### src/rtl/rdy_pkg.sv
// Shared types for the ready-pin generator.
// Assumes: nothing beyond the two mode bits.
package rdy_pkg;
    typedef enum logic [1:0] {
        MODE_PLAIN = 2'd0,  // buffers off: single holding register
        MODE_FIFO  = 2'd1,  // buffers on, single-transfer requests
        MODE_BURST = 2'd2   // buffers on, burst-transfer requests
    } rdy_mode_e;
endpackage

### src/rtl/rdy_mode_dec.sv
// Decodes the two mode bits into the effective mode and keeps the mode of
// the previous cycle, so the receive unit knows whether its hysteresis
// state belongs to the current mode.
// Assumes: dma_sel is meaningless while fifo_en is low.
module rdy_mode_dec
    import rdy_pkg::*;
(
    input  logic      clk,
    input  logic      rst_n,
    input  logic      fifo_en,
    input  logic      dma_sel,
    output rdy_mode_e mode,
    output logic      burst_held
);
    rdy_mode_e mode_q;

    // Effective mode: the DMA bit counts only while buffers are enabled.
    always_comb begin
        if (!fifo_en)      mode = MODE_PLAIN;
        else if (dma_sel)  mode = MODE_BURST;
        else               mode = MODE_FIFO;
    end

    // Remember last cycle's mode.
    always_ff @(posedge clk) begin
        if (!rst_n) mode_q <= MODE_PLAIN;
        else        mode_q <= mode;
    end

    // True when burst mode was already in force on the previous cycle.
    assign burst_held = (mode == MODE_BURST) && (mode_q == MODE_BURST);

    // with buffers off, the decoded mode is never burst.
    a_r7_plain_when_off: assert property (@(posedge clk) disable iff (!rst_n)
        !fifo_en |-> mode == MODE_PLAIN);
endmodule

### src/rtl/rdy_rx_unit.sv
// Drives the registered active-low receive request pin.
// In burst mode the pin register doubles as the hysteresis state.
// Assumes: rx_trig_hit and rx_timeout are single-cycle-valid flags from
// the neighbouring trigger and timeout logic.
module rdy_rx_unit
    import rdy_pkg::*;
#(
    parameter int CNT_W = 5
) (
    input  logic             clk,
    input  logic             rst_n,
    input  rdy_mode_e        mode,
    input  logic             burst_held,
    input  logic [CNT_W-1:0] rx_count,
    input  logic             rx_trig_hit,
    input  logic             rx_timeout,
    output logic             rx_rdy_n
);
    logic has_data;
    logic fire;
    logic next_n;

    assign has_data = (rx_count != '0);
    assign fire     = rx_trig_hit || rx_timeout;

    // Next pin value by mode; burst mode keeps state between events.
    always_comb begin
        unique case (mode)
            MODE_BURST: begin
                if (!has_data)       next_n = 1'b1;
                else if (fire)       next_n = 1'b0;
                else if (burst_held) next_n = rx_rdy_n;
                else                 next_n = 1'b1;
            end
            default:                 next_n = !has_data;
        endcase
    end

    // Pin register, idle high.
    always_ff @(posedge clk) begin
        if (!rst_n) rx_rdy_n <= 1'b1;
        else        rx_rdy_n <= next_n;
    end

    // outside burst mode, an empty buffer gives a high pin.
    a_r5_empty_high: assert property (@(posedge clk) disable iff (!rst_n)
        (mode != MODE_BURST && !has_data) |=> rx_rdy_n);
    // in burst mode, empty wins over every event.
    a_r11_release: assert property (@(posedge clk) disable iff (!rst_n)
        (mode == MODE_BURST && !has_data) |=> rx_rdy_n);
    // in burst mode, an event with data asserts the pin.
    a_r8_assert_on_event: assert property (@(posedge clk) disable iff (!rst_n)
        (mode == MODE_BURST && has_data && fire) |=> !rx_rdy_n);
    // in burst mode, no event and data present keeps the pin.
    a_r10_hold: assert property (@(posedge clk) disable iff (!rst_n)
        (burst_held && has_data && !fire) |=> $stable(rx_rdy_n));
    // entering burst mode without an event starts high.
    a_r13_restart: assert property (@(posedge clk) disable iff (!rst_n)
        (mode == MODE_BURST && !burst_held && !fire) |=> rx_rdy_n);
endmodule

### src/rtl/rdy_tx_unit.sv
// Drives the registered active-low transmit request pin.
// Assumes: tx_capacity is nonzero and tx_count never exceeds it.
module rdy_tx_unit
    import rdy_pkg::*;
#(
    parameter int CNT_W = 5
) (
    input  logic             clk,
    input  logic             rst_n,
    input  rdy_mode_e        mode,
    input  logic [CNT_W-1:0] tx_count,
    input  logic [CNT_W-1:0] tx_capacity,
    output logic             tx_rdy_n
);
    logic next_n;

    // Burst mode asks for writes while space remains; otherwise only when drained.
    always_comb begin
        if (mode == MODE_BURST) next_n = (tx_count >= tx_capacity);
        else                    next_n = (tx_count != '0);
    end

    // Pin register, idle low (transmit side empty after reset).
    always_ff @(posedge clk) begin
        if (!rst_n) tx_rdy_n <= 1'b0;
        else        tx_rdy_n <= next_n;
    end

    // a full buffer in burst mode deasserts the request.
    a_r12_full_high: assert property (@(posedge clk) disable iff (!rst_n)
        (mode == MODE_BURST && tx_count >= tx_capacity) |=> tx_rdy_n);
    // outside burst mode, an empty transmit side requests data.
    a_r6_empty_low: assert property (@(posedge clk) disable iff (!rst_n)
        (mode != MODE_BURST && tx_count == '0) |=> !tx_rdy_n);
endmodule

### src/rtl/uart_dma_rdy.sv
// Top of the ready-pin generator for one UART channel: decodes the mode
// and drives the receive and transmit request pins, both registered.
// Assumes: occupancy counts are synchronous to clk.
module uart_dma_rdy
    import rdy_pkg::*;
#(
    parameter  int FIFO_DEPTH = 16,
    localparam int CNT_W      = $clog2(FIFO_DEPTH + 1)
) (
    input  logic             clk,
    input  logic             rst_n,
    input  logic             fifo_en,
    input  logic             dma_sel,
    input  logic [CNT_W-1:0] rx_count,
    input  logic             rx_trig_hit,
    input  logic             rx_timeout,
    input  logic [CNT_W-1:0] tx_count,
    input  logic [CNT_W-1:0] tx_capacity,
    output logic             rx_rdy_n,
    output logic             tx_rdy_n
);
    rdy_mode_e mode;
    logic      burst_held;

    rdy_mode_dec u_mode (
        .clk        (clk),
        .rst_n      (rst_n),
        .fifo_en    (fifo_en),
        .dma_sel    (dma_sel),
        .mode       (mode),
        .burst_held (burst_held)
    );

    rdy_rx_unit #(.CNT_W(CNT_W)) u_rx (
        .clk         (clk),
        .rst_n       (rst_n),
        .mode        (mode),
        .burst_held  (burst_held),
        .rx_count    (rx_count),
        .rx_trig_hit (rx_trig_hit),
        .rx_timeout  (rx_timeout),
        .rx_rdy_n    (rx_rdy_n)
    );

    rdy_tx_unit #(.CNT_W(CNT_W)) u_tx (
        .clk         (clk),
        .rst_n       (rst_n),
        .mode        (mode),
        .tx_count    (tx_count),
        .tx_capacity (tx_capacity),
        .tx_rdy_n    (tx_rdy_n)
    );

    // the cycle after reset shows the idle pin levels.
    a_r1_reset_idle: assert property (@(posedge clk)
        !rst_n |=> (rx_rdy_n && !tx_rdy_n));
endmodule

### config.mk
export PLATFORM = sky130hd
export DESIGN_NAME = uart_dma_rdy
export DESIGN_NICKNAME = d
export VERILOG_FILES = /design/src/rtl/rdy_pkg.sv /design/src/rtl/rdy_mode_dec.sv /design/src/rtl/rdy_rx_unit.sv /design/src/rtl/rdy_tx_unit.sv /design/src/rtl/uart_dma_rdy.sv
export SDC_FILE = /design/constraint.sdc
export NUM_CORES = 1
export LEC_CHECK = 0
export BUFFER_PORTS_ARGS = -buffer_cell sky130_fd_sc_hd__buf_2
export CORE_AREA = 2 2 39 41
export CTS_BUF_LIST = sky130_fd_sc_hd__clkbuf_8
export CTS_CLUSTER_DIAMETER = 60
export DETAILED_ROUTE_END_ITERATION = 6
export DIE_AREA = 0 0 41 43
export GPL_TIMING_DRIVEN = 0
export PLACE_DENSITY = 0.59
export SETUP_SLACK_MARGIN = 0.1
export SYNTH_ARGS = -nofsm -noshare
export SYNTH_HDL_FRONTEND = slang
export SYNTH_SLANG_ARGS = --single-unit
### constraint.sdc
create_clock -name clk -period 1.1 [get_ports clk]
set_input_delay 0.22 -clock clk [delete_from_list [all_inputs] [get_ports clk]]
set_output_delay 0.22 -clock clk [all_outputs]
set_load 0.005 [all_outputs]
==> impl_metrics.csv <==
group,metric,value,unit
grt,first_pass_grt_wire_length,1260,um
flow_run,cap_viol_max_count,0,
finish,layout-area-overhead-vs-synth,67.0,%
setup_path,timing.setup.critical_path_class,"reg2reg",
sta,post-route-min-period,0.984,ns
logic_synthesis,seq_area_frac_synth,29.8,%
sta,report.final.hold_viol_count,0,
sta,post-route-period-util,89.5,%
finish,layout_commonest_cell,"sky130_fd_sc_hd__buf_2",
finish,design_area,449,um2
logic_synthesis,synthTopCellsByArea,"sky130_fd_sc_hd__dfxtp_1, sky130_fd_sc_hd__ha_1, sky130_fd_sc_hd__inv_1",
sta,tns,0,ns
setup_path,cp_data_arrival_time,1.12,ns
placement,pre_cts_slack,-0.0931,ns
grt,grt_use_total,10.4,%
finish,final.fill_count,152,
drt,post_drt_via_cell_ratio,4.27,
die,placementRows,14,
cts,cts_repair_resize_count,0,
placement,portBuffers,22,
drt,num_vias,312,
sta,fin_ws,0.116,ns
cts,cts_max_level,1,
sta,max_freq,1020,MHz
logic_synthesis,ys.warnings.count,0,
power_and_ir_drop,ir_worst_vdd,0.636,mV
finish,finish.net_count,85,
status,result_of_the_run,"complete, no violations",
drt,first_drt_pass_iteration_count,3,
placement,dpl_cell_area,399,um2
placement,gp_congestion,0.662,
power_and_ir_drop,pwr_density_cell,1230,nW/um2
logic_synthesis,synth_fp_nets,58,
sta,finalMaxSlewViolations,0,
drt,finalWirelength,674,um
finish,layout-drive-gt1-share,50.9,%
die,core_region_area,1380,um2
power_and_ir_drop,post_layout_power,551,uW
placement,dpl.cell_count,70,
sta,worst_pin_slew,0.274,ns
setup_path,reg2reg_setup_slack,0.12,ns
die,fp.dieArea,1760,um2
logic_synthesis,ys_seq_elements,4,
logic_synthesis,synth_top_area_share,29.8,%
grt,globalRouteOverflowTotal,0,
cts,cts.hold.buffers_added,0,
grt,grt_start_max_net_pins,5,
setup_path,worst_setup_path_start_kind,"register",
drt,wl_per_cell,9.23,um
sta,setup_viol,0,
logic_synthesis,syn_area,269,um2
die,die_width,41,um
logic_synthesis,synth_largest_area_cell,"sky130_fd_sc_hd__dfxtp_1",
setup_path,timing.critical_path.to_type,"register",
cts,clk-insertion-delay-late,0.21,ns
finish,final-instance-count-excl-fill,73,
cts,clock_path_buffers,2,
logic_synthesis,post_synth_inst_count,32,
die,initial_core_util,19.4,%
setup_path,crit_path_max_incr_delay,0.41,ns
sta,skew,0.00202,ns
cts,cts_post_setup_buffers_inserted,0,
drt,remaining_drc_errors,0,
setup_path,crit_chain,"nor3b_2 > or4_4 > o211ai_2",
die,pin_count,23,
power_and_ir_drop,static-leakage-power,0.000246,uW
logic_synthesis,syn_area_per_cell,8.41,um2
finish,multiInputGateArea,179,um2
logic_synthesis,yosys.cell_types.count,15,
grt,grt_antenna_before_repair,0,
cts,cts_made_buffers,3,
placement,place_hpwl,585,um
min_path,timing.hold.worst.class,"in2reg",
drt,initialDrtViolationCount,1,
cts,path_clk_slew,0.03,ns
cts,clk_root_buffer_cell,"sky130_fd_sc_hd__clkbuf_8",
setup_path,critical-path-slowest-cell,"sky130_fd_sc_hd__or4_4",
cts,clock-sinks,4,
drt,route.antenna.remaining_nets,0,
grt,vias_in_the_first_global_route,346,
sta,unrepaired_setup_endpoints_after_global_routing,"true",
finish,antennaDiodeCount,0,
finish,area.sequential,80.1,um2
setup_path,cp_data_required_time,1.24,ns
cts,cts_tree,"done",
finish,most-common-layout-cells,"sky130_fd_sc_hd__buf_2, sky130_fd_sc_hd__inv_1, sky130_fd_sc_hd__ha_1",
die,die_height,43,um
sta,maxSlewHeadroom,81.5,%
setup_path,timing.critical_path.fanout_max,1,
[layer usage]
metal	wire length [um]	track usage [%]
met1	240	10.6
met5	0	0
met2	361	17.8
met4	0	2.00
met3	71	5.24
[cell usage after synthesis]
library cell	count
sky130_fd_sc_hd__dfxtp_1	4
sky130_fd_sc_hd__nor2b_1	1
sky130_fd_sc_hd__o21ai_0	1
sky130_fd_sc_hd__and3_2	1
sky130_fd_sc_hd__nand2_1	4
sky130_fd_sc_hd__ha_1	5
sky130_fd_sc_hd__nor2_1	2
sky130_fd_sc_hd__o41ai_1	1
sky130_fd_sc_hd__o211ai_2	1
sky130_fd_sc_hd__a211oi_1	1
sky130_fd_sc_hd__inv_1	5
sky130_fd_sc_hd__or4_1	2
sky130_fd_sc_hd__nand3_1	1
sky130_fd_sc_hd__a21oi_1	2
sky130_fd_sc_hd__nor3b_1	1
[layout make-up]
| cell class | count | area share (%) |
|---|---|---|
| Inverter | 5 | 4.18 |
| Multi-Input combinational cell | 23 | 39.8 |
| Sequential cell | 4 | 17.8 |
| Tap cell | 16 | 4.46 |
| Clock buffer | 3 | 9.19 |
| Timing Repair Buffer | 22 | 24.5 |
[stage by stage]
| stage | hold WS, ns | utilization (%) |
|---|---|---|
| floorplan | 0.285 | - |
| global placement | 0.409 | 28.8 |
| detailed placement | 0.411 | 28.8 |
| CTS | 0.199 | 31.8 |
| global route | 0.211 | 32.5 |
| finish | 0.201 | 32.5 |
[cell families (layout without fill, tap and decap cells)]
logic type,after synthesis,after routing,share of synthesized area (%)
compound gates,6,6,16.3
fa+ha+maj,5,5,23.3
buf+inv,5,30,6.98
flops,4,4,29.8
simple gates,12,12,23.7
[final timing paths]
path                          from               end  depth (start not counted)
setup / recovery  u_mode.mode_q[1]     u_rx.rx_rdy_n                          3
hold / removal             dma_sel  u_mode.mode_q[0]                          2
setup reg to reg  u_mode.mode_q[1]     u_rx.rx_rdy_n                          3
hold reg to reg   u_mode.mode_q[1]     u_rx.rx_rdy_n                          3
[worst max-delay path, delay by kind of cell (launching register included)]
family / cells / cell delay (ns)
flops: 1 / 0.28
simple gates: 2 / 0.55
compound gates: 1 / 0.08
[flip-flops by register name (all words and copies together) (netlist names)]
register / flops
u_tx.tx_rdy_n: 1
u_mode.mode_q: 2
u_rx.rx_rdy_n: 1
[report_power, final]
group	leakage [uW]	internal [uW]	switching [uW]
Sequential	0.0000333	155	2.99
Combinational	0.000191	52.3	41.2
Clock	0.0000216	233	66.9
Total	0.000246	439	111
Note: power is estimated with default switching activity, not from simulation.
